==> src/rtl/sdb_pkg.sv <==
package sdb_pkg;

  // Hold request travelling down the release pipeline.
  // all : forces every channel (source not ready)
  // sel : pin or software sync, masked per channel by its ignore flag
  typedef struct packed {
    logic all;
    logic sel;
  } hold_t;

  localparam hold_t HOLD_AT_RESET = '{all: 1'b1, sel: 1'b0};

  typedef enum logic [1:0] {
    CH_HOLD  = 2'd0,
    CH_PHASE = 2'd1,
    CH_RUN   = 2'd2
  } ch_state_e;

endpackage

==> src/rtl/sdb_sync_event.sv <==
module sdb_sync_event
  import sdb_pkg::*;
#(
  parameter int PIPE_DEPTH  = 11,
  parameter int SYNC_STAGES = 2
) (
  input  logic  clk,
  input  logic  rst,
  input  logic  sync_pin,
  input  logic  sync_bit,
  input  logic  pll_ready,
  output hold_t hold
);

  logic [SYNC_STAGES-1:0] pin_meta;
  hold_t                  req;
  hold_t [PIPE_DEPTH-1:0] stage_q;

  // Bring the asynchronous pin into the clock domain.
  always_ff @(posedge clk) begin
    if (rst) pin_meta <= '0;
    else     pin_meta <= {pin_meta[SYNC_STAGES-2:0], sync_pin};
  end

  // Both sync sources are ORed; readiness is a separate, unmaskable request.
  always_comb begin
    req.all = ~pll_ready;
    req.sel = pin_meta[SYNC_STAGES-1] | sync_bit;
  end

  // Fixed-latency pipeline between request and channels.
  always_ff @(posedge clk) begin
    if (rst) stage_q <= {PIPE_DEPTH{HOLD_AT_RESET}};
    else     stage_q <= {stage_q[PIPE_DEPTH-2:0], req};
  end

  assign hold = stage_q[PIPE_DEPTH-1];

endmodule

==> src/rtl/sdb_channel.sv <==
module sdb_channel
  import sdb_pkg::*;
#(
  parameter int DIV_W = 10,
  parameter int PH_W  = 6
) (
  input  logic             clk,
  input  logic             rst,
  input  logic             hold,
  input  logic [DIV_W-1:0] div_cfg,
  input  logic [PH_W-1:0]  phase_cfg,
  output logic             clk_en
);

  localparam logic [DIV_W-1:0] DIV_ONE = DIV_W'(1);
  localparam logic [PH_W-1:0]  PH_ONE  = PH_W'(1);

  ch_state_e        state;
  logic [DIV_W-1:0] div_act;
  logic [DIV_W-1:0] div_eff;
  logic [DIV_W-1:0] cnt;
  logic [PH_W-1:0]  dly;
  logic             half_done;

  assign div_eff   = (div_cfg == '0) ? DIV_ONE : div_cfg;
  assign half_done = (cnt == div_act - DIV_ONE);

  always_ff @(posedge clk) begin
    if (rst) begin
      state   <= CH_HOLD;
      div_act <= DIV_ONE;
      cnt     <= '0;
      dly     <= '0;
      clk_en  <= 1'b0;
    end else if (hold) begin
      // Shadow load: settings become active only across a restart.
      state   <= CH_HOLD;
      div_act <= div_eff;
      dly     <= phase_cfg;
      cnt     <= '0;
      clk_en  <= 1'b0;
    end else begin
      unique case (state)
        CH_HOLD, CH_PHASE: begin
          if (dly != '0) begin
            state <= CH_PHASE;
            dly   <= dly - PH_ONE;
          end else begin
            state  <= CH_RUN;
            cnt    <= '0;
            clk_en <= 1'b1;
          end
        end
        CH_RUN: begin
          if (half_done) begin
            cnt    <= '0;
            clk_en <= ~clk_en;
          end else begin
            cnt <= cnt + DIV_ONE;
          end
        end
        default: state <= CH_HOLD;
      endcase
    end
  end

endmodule

==> src/rtl/sync_divider_bank.sv <==
module sync_divider_bank
  import sdb_pkg::*;
#(
  parameter int N_CH        = 4,
  parameter int DIV_W       = 10,
  parameter int PH_W        = 6,
  parameter int PIPE_DEPTH  = 11,
  parameter int SYNC_STAGES = 2
) (
  input  logic                  clk,
  input  logic                  rst,
  input  logic                  sync_pin,
  input  logic                  sync_bit,
  input  logic                  pll_ready,
  input  logic [N_CH*DIV_W-1:0] cfg_div,
  input  logic [N_CH*PH_W-1:0]  cfg_phase,
  input  logic [N_CH-1:0]       cfg_ignore,
  output logic [N_CH-1:0]       clk_out
);

  hold_t hold;

  sdb_sync_event #(
    .PIPE_DEPTH (PIPE_DEPTH),
    .SYNC_STAGES(SYNC_STAGES)
  ) u_evt (
    .clk      (clk),
    .rst      (rst),
    .sync_pin (sync_pin),
    .sync_bit (sync_bit),
    .pll_ready(pll_ready),
    .hold     (hold)
  );

  for (genvar g = 0; g < N_CH; g++) begin : g_ch
    logic ch_hold;
    assign ch_hold = hold.all | (hold.sel & ~cfg_ignore[g]);

    sdb_channel #(
      .DIV_W(DIV_W),
      .PH_W (PH_W)
    ) u_ch (
      .clk      (clk),
      .rst      (rst),
      .hold     (ch_hold),
      .div_cfg  (cfg_div[g*DIV_W +: DIV_W]),
      .phase_cfg(cfg_phase[g*PH_W +: PH_W]),
      .clk_en   (clk_out[g])
    );
  end

endmodule

==> config.mk <==
export PLATFORM = sky130hd
export DESIGN_NAME = sync_divider_bank
export DESIGN_NICKNAME = d
export VERILOG_FILES = /design/src/rtl/sdb_pkg.sv /design/src/rtl/sdb_sync_event.sv /design/src/rtl/sdb_channel.sv /design/src/rtl/sync_divider_bank.sv
export SDC_FILE = /design/constraint.sdc
export NUM_CORES = 1
export LEC_CHECK = 0
export CELL_PAD_IN_SITES_DETAIL_PLACEMENT = 0
export CELL_PAD_IN_SITES_GLOBAL_PLACEMENT = 1
export CORE_ASPECT_RATIO = 0.7
export CORE_MARGIN = 2
export CORE_UTILIZATION = 46
export DETAILED_ROUTE_END_ITERATION = 12
export GPL_TIMING_DRIVEN = 1
export PLACE_DENSITY_LB_ADDON = 0.1
export SLEW_MARGIN = 25
export SYNTH_ARGS = -nofsm -noshare
export SYNTH_HDL_FRONTEND = slang
export SYNTH_SLANG_ARGS = --single-unit
export TNS_END_PERCENT = 50
==> constraint.sdc <==
create_clock -name clk -period 5 [get_ports clk]
set_clock_uncertainty 0.15 [all_clocks]
set_input_delay 0.75 -clock clk [delete_from_list [all_inputs] [get_ports clk]]
set_output_delay 0.75 -clock clk [all_outputs]
set_load 0.01 [all_outputs]
[Yosys cells after proc, flatten, opt, wreduce, memory -nomap -nowiden]
Cells that the tools add are included.
Storage, ports and cells
  register bits: 140
  input port bits: 73
  output and inout port bits: 4
  word-level logic and storage cells: 185
Operators by class
  add/subtract/negate cells: 12
  eq/ne operators: 20
  multiplexer cells: 48
  bitwise operators: 18
  reductions and logical operators: 44
Operator list (number)
  $mux W10: 12
  $pmux W10 S2: 4
  $mux W6: 12
  $add A10 B1 Y10 const B: 4
  $eq A10 B10 Y1: 4
  $logic_not A10 Y1: 4
  $sub A10 B1 Y10 const B: 4
  $reduce_bool A2 Y1: 12
  $reduce_bool A6 Y1: 4
  $sub A6 B1 Y6 const B: 4
  $pmux W2 S2: 4
  $reduce_and A2 Y1: 8
  $reduce_or A2 Y1: 8
  $reduce_and A3 Y1: 4
  $not A1 Y1: 9
  $eq A2 B1 Y1 const B: 4
  $eq A2 B2 Y1 const B: 4
  $logic_not A2 Y1: 4
  $mux W1: 8
  $mux W2: 4
  $ne A2 B1 Y1 const B: 4
  $ne A2 B2 Y1 const B: 4
  $pmux W1 S2: 4
  $or A1 B1 Y1: 5
  $and A1 B1 Y1: 4

[Longest topological paths before layout]
Gate-level depths: netlist of the first run.
  depth in word-level cells: 5
  mapped depth: 13
  mapped depth without buffers: 9

[Cells and area by module]
Synthesis of the first run repeated with hierarchy kept, for this count alone.
Second synthesis, totals
  cell total of the unflattened synthesis: 872
  area, all modules: 7547.2 um^2
By module, submodules not included
  sdb_channel: times used 4, cells each 203, area each 1706.6 um^2, sequential area each 580.6 um^2
  sdb_sync_event: times used 1, cells each 52, area each 675.6 um^2, sequential area each 480.5 um^2
  sync_divider_bank: times used 1, cells each 8, area each 45.0 um^2, sequential area each 0.0 um^2

[Worst setup path after synthesis of the first run]
No wires, ideal clock.
  kind: register to register
  start point: reg g_ch[2].u_ch.div_act[0]
  end point: reg g_ch[2].u_ch.cnt[5]
  library setup time: 74 ps
  data arrival time: 2749 ps
  data required time: 4776 ps
  slack: 2027 ps
  cell stages (with the launch flop): 14
  buffers on the path: 4
  clock period less this slack: 2973 ps
  cell sequence: dfxtp_1 clkbuf_1 inv_1 ha_1 buf_2 or4b_1 buf_2 o211a_1 nor3_1 o32ai_1 a2111o_1 buf_6 or2_1 a31oi_1
On the way
  cells in the longest elaborated chain, start to end: 4
Ends and longest elaborated chain
  start, declared: RTL line sdb_channel.sv:19  | logic [DIV_W-1:0] div_act;
  start signal, assigned: RTL line sdb_channel.sv:38  | div_act <= div_eff;
  $sub A10 B1 Y10: RTL line sdb_channel.sv:26  | assign half_done = (cnt == div_act - DIV_ONE);
  $eq A10 B10 Y1: RTL line sdb_channel.sv:26
  $mux W10: RTL line sdb_channel.sv:55  | if (half_done) begin
  $pmux W10 S2: RTL line sdb_channel.sv:43  | unique case (state)
  end signal, assigned: RTL line sdb_channel.sv:59  | cnt <= cnt + DIV_ONE;
  end, declared: RTL line sdb_channel.sv:21  | logic [DIV_W-1:0] cnt;
Every way passes these cells.
A chain may end at the register's enable or synchronous reset.

[Final worst setup path of the first run]
Same ends and word-level chain as after synthesis.

==> metrics.sh, run 1 <==
OUTCOME='finished, final reports clean'
CORE_REGION_AREA_SQ_MM=0.0155
CAP_VIOL_MAX_COUNT=0
FINALNETCOUNT=1033
WORST_SKEW_PAIR.LATE_LATENCY_PS=420
FRACTION_OF_SYNTHESIZED_CELL_AREA_TAKEN_BY_THE_TOP_AREA_CELL_TYPE_PCT=38.7
DR.PASS1.ITERS=4
DP.FINAL_HPWL_MM=12.9
ROUTED_WIRE_LENGTH_PER_INSTANCE_MICRONS=15.3
TIMING_WORST_SLEW_PIN_VALUE_PS=936
CTS_RESIZED=0
TRITONCTS='built'
WORSTPATHARRIVAL_PS=3360
MIN_TO='u_evt.stage_q[17]'
SYNTH.YOSYS.WARNINGS=0
FINAL_AREA_SQ_MM=0.00867
DRC=0
GR-USAGE-MET2_PCT=32.7
SYNTHESIS.AREA_PER_INSTANCE_SQ_UM=8.06
SYNTH_EDF_COUNT=0
CTS.SINK_COUNT=140
FIRST_GLOBAL_VIAS=5989
ROWS=38
FINALWIRELENGTH_MM=17.8
FMAX_GHz=0.317
WHS_PS=254
NFILLCELLS=1401
CLK_ROOT_BUFFER_CELL='clkbuf_16'
POST_CTS.REPAIR.SETUP_BUFFERS=0
FIN_MAX_SLEW_VIOS=0
NETLIST-CELL-TYPE-COUNT=68
NUMPORTBUFFERS=76
USE_MET3_PCT=4.77
DP_CELLS=1128
R2R_WORST_PATH_DEPTH=9
CTS.REPORTEDPATHS.CLKPINSLEW_PS=60
TIMING.FINAL.WS_SETUP_PS=1840
BUSIEST_LAYER='met2'
RSZ_0062_RAISED_AFTER_GLOBAL_ROUTING='no'
MIN_PATH_TYPE='register to register'
DETAIL_ROUTE.VIAS_PER_CELL=5.51
NETLIST_INSTANCES=900
ANTENNA_CELLS=0
POST_CTS_HOLD_BUFFER_COUNT=0
TRACK_USAGE_PCT=21.8
DIE_WIDTH_MICRONS=154
SEQUENTIAL_AREA_SHARE_AFTER_SYNTHESIS_PCT=38.7
GLOBALROUTEOVERFLOWTOTAL=0
LAYOUT.CELLS.NON_FILLER=1160
DIE_HEIGHT_MICRONS=109
YOSYS-TOP-CELLS-COUNT='dfxtp_1, nand2_1, nor2_1'
VDD.IR_DROP.WORST_uV=270
YS_ASYNC_SR_FRACTION_PCT=0
FINAL_WORST_PATH_CYCLE_SHARE_PCT=63.2
YOSYSTOPAREACELL='dfxtp_1'
ANTENNA_VIOLATING_NETS_POST_ROUTE=0
TIMING.REG2REG.SETUP_SLACK_PS=1840
REGTOREGENDPOINT='g_ch[2].u_ch.cnt[5]'
FINAL_SETUP_VIOLATION_COUNT=0
GRT_USE_MET1_PCT=31.7
POWER-PER-CELL-AREA_mW_PER_MM2=316
MAX-SLEW-MARGIN-REL_PCT=37.6
SYNTH_TOP_FLOP_CELL='dfxtp_1'
POST-PLACE-WS_PS=1900
DETAILROUTE.VIA_COUNT=6389
REGTOREGSTARTPOINT='g_ch[2].u_ch.div_act[0]'
INITIAL_ANTENNA_VIOLATION_COUNT=0
CRIT_TYPE='register to register'
SYNTH.FF_LATCH_COUNT=140
TIMING.HOLD.WORST.START='u_evt.stage_q[15]'
GRT_FIRST_PASS_WIRELENGTH_MM=29.6
WORST-ENDPOINT-REQUIRED_PS=5200
CRITPATHLAUNCHTYPE='register'
LARGEST_FANOUT_OF_ANY_NET_ON_THE_CRITICAL_PATH=10
GP_ROUTABILITY_CONGESTION=0.891
FINAL_HOLD_VIOL_COUNT=0
FP.DIEAREA_SQ_MM=0.0168
ENDPOINT_KIND='register'
DRT_ITER0_DRC=576
WORSTHOLDPATHCELLS=1
NUMCTSBUFFERS=17
CLOCKBUFFERDEPTH=2
DRIVE_GT1_SHARE_PCT=6.77
NETLIST_AREA_SQ_MM=0.00725
CTS_MAX_LEVEL=4
YOSYS-TOP-CELLS-AREA='dfxtp_1, nand2_1, xnor2_1, xor2_1, nor2_1'
IO_PINS=77
FIN_TNS_SETUP_PS=0
GRT_START_MAX_NET_PINS=51
SYNTH_FP_NETS=986
SYN2LAYOUT_AREA_GROWTH_PCT=19.6
FINALWORSTPATHREQUIREDPERIOD_PS=3160
LEAKAGE_nW=3.30
YOSYSMOSTFREQUENTCELL='dfxtp_1'
DETAILED_PLACE.AREA_SQ_MM=0.00807
INITIAL_UTILIZATION_PCT=46.9
[layout make-up]
class | instances | area, sq um | share of cell area, %
multi-input cells | 677 | 4100 | 47.3
repair buffers | 83 | 808 | 9.32
flip-flops and latches | 140 | 2800 | 32.3
clock buffers | 18 | 429 | 4.95
inverters | 28 | 105 | 1.21
clock inverters | 14 | 173 | 1.99
well taps | 200 | 250 | 2.89
[how the worst max path moves through the flow]
stage                             from                   to  slack [ps]  cells after the start
2_1_floorplan  g_ch[2].u_ch.div_act[0]  g_ch[2].u_ch.cnt[5]        2030                     13
3_3_place_gp   g_ch[2].u_ch.div_act[0]  g_ch[2].u_ch.cnt[5]        1990                      9
3_5_place_dp   g_ch[2].u_ch.div_act[0]  g_ch[2].u_ch.cnt[5]        1900                      9
4_1_cts        g_ch[2].u_ch.div_act[0]  g_ch[2].u_ch.cnt[5]        1870                      9
5_1_grt        g_ch[2].u_ch.div_act[0]  g_ch[2].u_ch.cnt[4]        1650                      9
6_report       g_ch[2].u_ch.div_act[0]  g_ch[2].u_ch.cnt[5]        1840                      9
[state kept, by name, summed over array words and instances (netlist names)]
name / flops
g_ch.u_ch.clk_en: 4
g_ch.u_ch.cnt: 40
g_ch.u_ch.div_act: 40
g_ch.u_ch.dly: 24
g_ch.u_ch.state: 8
u_evt.hold: 2
u_evt.pin_meta: 2
u_evt.stage_q: 20
[power by group]
group | internal (mW) | switching [mW] | total [mW]
clock | 0.784 | 0.500 | 1.28
sequential | 1.15 | 0.0394 | 1.19
combinational | 0.138 | 0.129 | 0.267
total | 2.07 | 0.668 | 2.74
[placed cells by master (no fill, tap or decap), types with 8 or more instances in the layout]
master           instances
nor2_1                  90
a211oi_1                23
nor2b_1                 19
nor4_1                  13
nor3_1                  37
nand2b_1                13
and3_1                  16
dfxtp_1                140
ha_1                    13
inv_1                   28
or2_2                   15
nand2_1                121
clkdlybuf4s50_1         75
xnor2_1                 44
o21ai_0                 20
nand3_1                 19
a31oi_1                  8
nand4_1                 11
a21oi_1                 61
xor2_1                  44
or3_1                   12
clkbuf_16               17
[worst max-delay path, cell delays in order, from the launching register on]
cell and delay (ps):
dfxtp_1 390, inv_1 90, ha_1 330, or4b_1 570, o211a_1 260, nor3_1 190, o32ai_1 140, a2111o_1 570
or2_1 250, a31oi_1 150
[layer usage]
metal	vias to the layer above	part of all wire, %
met1	3000	53
li1	3243	-
met4	0	0.70
met3	12	4.8
met2	134	42
met5	-	0
[per-stage QoR]
stage | power (mW) | utilization (%)
floorplan | 1.37 | -
global placement | 1.47 | 52.2
detailed placement | 1.47 | 52.2
CTS | 2.76 | 56.1
global route | 2.85 | 56.1
finish | 2.74 | 56.1
[cells by family after synthesis]
family	count (synthesis)	share of synthesized area, %
buf+inv	83	4.80
fa+ha+maj	13	2.24
simple gates	395	26.6
mux	3	0.449
compound gates	178	16.6
flops	140	38.7
xor+xnor	88	10.6
(Power assumes the default switching activity.)
==> run 2: changes to the inputs <==
--- a/config.mk
+++ b/config.mk
@@ -9,7 +9,7 @@
 export CELL_PAD_IN_SITES_GLOBAL_PLACEMENT = 1
 export CORE_ASPECT_RATIO = 0.7
 export CORE_MARGIN = 2
-export CORE_UTILIZATION = 46
+export CORE_UTILIZATION = 38
 export DETAILED_ROUTE_END_ITERATION = 12
 export GPL_TIMING_DRIVEN = 1
 export PLACE_DENSITY_LB_ADDON = 0.1
==> constraint.sdc (replaced) <==
create_clock -name clk -period 2.6 [get_ports clk]
set_clock_uncertainty 0.15 [all_clocks]
set_input_delay 0.39 -clock clk [delete_from_list [all_inputs] [get_ports clk]]
set_output_delay 0.39 -clock clk [all_outputs]
set_load 0.01 [all_outputs]
==> metrics.sh, run 2 (synthesis results as in run 1) <==
OUTCOME='complete, but fails checks'  # was finished, final reports clean
VIOLATIONS_IN_THE_FINAL_REPORTS='negative setup slack'
CTS.REPORTEDPATHS.CLKPINSLEW_PS=60  # about the same
DIE_WIDTH_MICRONS=169  # was 154 microns
TRACK_USAGE_PCT=19.0  # was 21.8%
FINALWORSTPATHREQUIREDPERIOD_PS=2710  # was 3160 ps
FINAL_AREA_SQ_MM=0.00934  # was 0.00867 sq mm
FINAL_HOLD_VIOL_COUNT=0  # unchanged
CLOCKBUFFERDEPTH=2  # unchanged
GRT_START_MAX_NET_PINS=34  # was 51
TIMING.FINAL.WS_SETUP_PS=-106  # was 1840 ps
IO_PINS=77  # unchanged
CLK_ROOT_BUFFER_CELL='clkbuf_16'  # unchanged
CTS_MAX_LEVEL=4  # unchanged
FP.DIEAREA_SQ_MM=0.0202  # was 0.0168 sq mm
LAYOUT.CELLS.MOST_COMMON='dfxtp_1'  # unchanged
LAYOUT.CELLS.NON_FILLER=1257  # was 1160
DP.FINAL_HPWL_MM=13.7  # was 12.9 mm
FINALNETCOUNT=1088  # was 1033
DP_CELLS=1221  # was 1128
MAX-SLEW-MARGIN-REL_PCT=64.9  # was 37.6%
DIE_HEIGHT_MICRONS=120  # was 109 microns
TOTAL_POWER_AFTER_LAYOUT_mW=5.24  # was 2.74 mW
NUMCTSBUFFERS=17  # unchanged
GP_ROUTABILITY_CONGESTION=0.811  # was 0.891
GLOBALROUTEOVERFLOWTOTAL=0  # unchanged
CRITPATHTOPFAMILY='compound AO/OA/AOI/OAI gates'  # unchanged
WORST-ENDPOINT-REQUIRED_PS=2810  # was 5200 ps
DETAILROUTE.VIA_COUNT=6575  # was 6389
CTS.SINK_COUNT=140  # unchanged
DRIVE_GT1_SHARE_PCT=16.0  # was 6.77%
FINAL_WORST_PATH_CYCLE_SHARE_PCT=104  # was 63.2%
CP_CELL_SEQUENCE='inv_2 -> ha_4 -> or4b_4 -> o211a_1 -> nor3_2 -> o32ai_2 -> a2111o_1 -> buf_4 -> buf_6 -> o21ai_0'  # was inv_1 -> ha_1 -> or4b_1 -> o211a_1 -> nor3_1 -> o32ai_1 -> a2111o_1 -> or2_1 -> a31oi_1
NUMPORTBUFFERS=76  # unchanged
ENDPOINT_KIND='register'  # unchanged
REG_TOP3='g_ch.u_ch.cnt: 40 flops, g_ch.u_ch.div_act: 40 flops, g_ch.u_ch.dly: 24 flops'  # unchanged
DETAIL_ROUTE.VIAS_PER_CELL=5.23  # was 5.51
WORSTPATHARRIVAL_PS=2920  # was 3360 ps
LARGEST_FANOUT_OF_ANY_NET_ON_THE_CRITICAL_PATH=8  # was 10
CRITPATHLAUNCHTYPE='register'  # unchanged
INITIAL_ANTENNA_VIOLATION_COUNT=0  # unchanged
FINAL_SETUP_VIOLATION_COUNT=9  # was 0
CORE_REGION_AREA_SQ_MM=0.0188  # was 0.0155 sq mm
WHS_PS=208  # was 254 ps
GRT_FIRST_PASS_WIRELENGTH_MM=30.7  # was 29.6 mm
WORST_SKEW_PAIR.LATE_LATENCY_PS=430  # was 420 ps
DRC=0  # unchanged
DR.PASS1.ITERS=5  # was 4
MIN_PATH_TYPE='primary input to register'  # was register to register
ANTENNA_CELLS=0  # unchanged
SYN2LAYOUT_AREA_GROWTH_PCT=28.9  # was 19.6%
CRITICAL_PATH.N_BUFFERS_INVERTERS=3  # was 1
LEAKAGE_nW=3.59  # was 3.30 nW
CAP_VIOL_MAX_COUNT=0  # unchanged
INITIAL_UTILIZATION_PCT=38.5  # was 46.9%
DRT_ITER0_DRC=386  # was 576
TRITONCTS='built'  # unchanged
FMAX_GHz=0.370  # was 0.317 GHz
RSZ_0062_RAISED_AFTER_GLOBAL_ROUTING='yes'  # was no
LAYOUT_COMMON_CELLS='dfxtp_1, nand2_1, nor2_1'  # unchanged
CRIT_TYPE='register to register'  # unchanged
ROWS=42  # was 38
VDD.IR_DROP.WORST_uV=470  # was 270 uV
ANTENNA_VIOLATING_NETS_POST_ROUTE=0  # unchanged
WORST_PATH_MAX_DELAY_CELL='a2111o_1'  # was or4b_1
FINALWIRELENGTH_MM=18.7  # was 17.8 mm
ROUTED_WIRE_LENGTH_PER_INSTANCE_MICRONS=14.8  # was 15.3 microns
WORST_PATH_LARGEST_CELL_DELAY_PS=560  # was 570 ps
POST_CTS_HOLD_BUFFER_COUNT=0  # unchanged
FIN_MAX_SLEW_VIOS=0  # unchanged
FIRST_GLOBAL_VIAS=6489  # was 5989
DETAILED_PLACE.AREA_SQ_MM=0.00859  # was 0.00807 sq mm
POWER-PER-CELL-AREA_mW_PER_MM2=561  # was 316 mW/mm^2
TIMING_WORST_SLEW_PIN_VALUE_PS=525  # was 936 ps
run 2: cell types whose count changed in the layout (fill, tap and decap cells not counted), moves of 5 or more:
cell,previous run,this run
o21ai_2,0,5
o21ai_0,20,13
buf_4,7,58
dfxtp_1,140,134
inv_2,0,5
dfxtp_2,0,6
inv_1,28,20
run 2: per-stage QoR:
stage	worst slack, ps	setup TNS, ps	utilization [%]
after CTS	-59.5	-87.2	49.0
after global routing	-209	-1910	49.7
after floorplan	-154	-768	-
after global placement	-109	-844	45.7
final	-106	-532	49.7
after detailed placement	-157	-2850	45.7
run 2: cell type report:
class                           instances  area, sq um
Clock buffer                           18          429
Inverter                               28          113
Clock inverter                         14          136
Timing Repair Buffer                  138         1240
Sequential cell                       140         2810
Tap cell                              242          303
Multi-Input combinational cell        677         4310
Fill cell                            1794         9470
run 2: worst paths after layout:
check                                              from                 endpoint  slack, ps  depth (start not counted)
worst min register to register         u_evt.stage_q[3]         u_evt.stage_q[5]        260                          1
worst max register to register  g_ch[2].u_ch.div_act[1]      g_ch[2].u_ch.cnt[9]       -110                         10
worst max-delay path            g_ch[2].u_ch.div_act[1]      g_ch[2].u_ch.cnt[9]       -110                         10
worst min-delay path                                rst  g_ch[2].u_ch.div_act[3]        210                          2
run 2: routing by layer:
layer	share of wire, %	track usage [%]	vias to the layer above
met1	51	26.0	3072
li1	-	-	3339
met4	1.6	6.25	0
met3	4.5	4.42	28
met2	43	29.7	136
met5	0	0	-
run 2: repair_timing:
item                                   CTS  global route
gates cloned                             0             0
gates resized for setup                 15            29
setup buffers                            2             3
endpoints found under the hold margin    0             0
setup endpoints to repair               35            40
pin swaps                                9            14
run 2: power by group:
group,internal (mW),switching [mW],total (mW)
registers,2.21,0.0572,2.27
clock network,1.33,1.02,2.35
logic,0.331,0.298,0.630
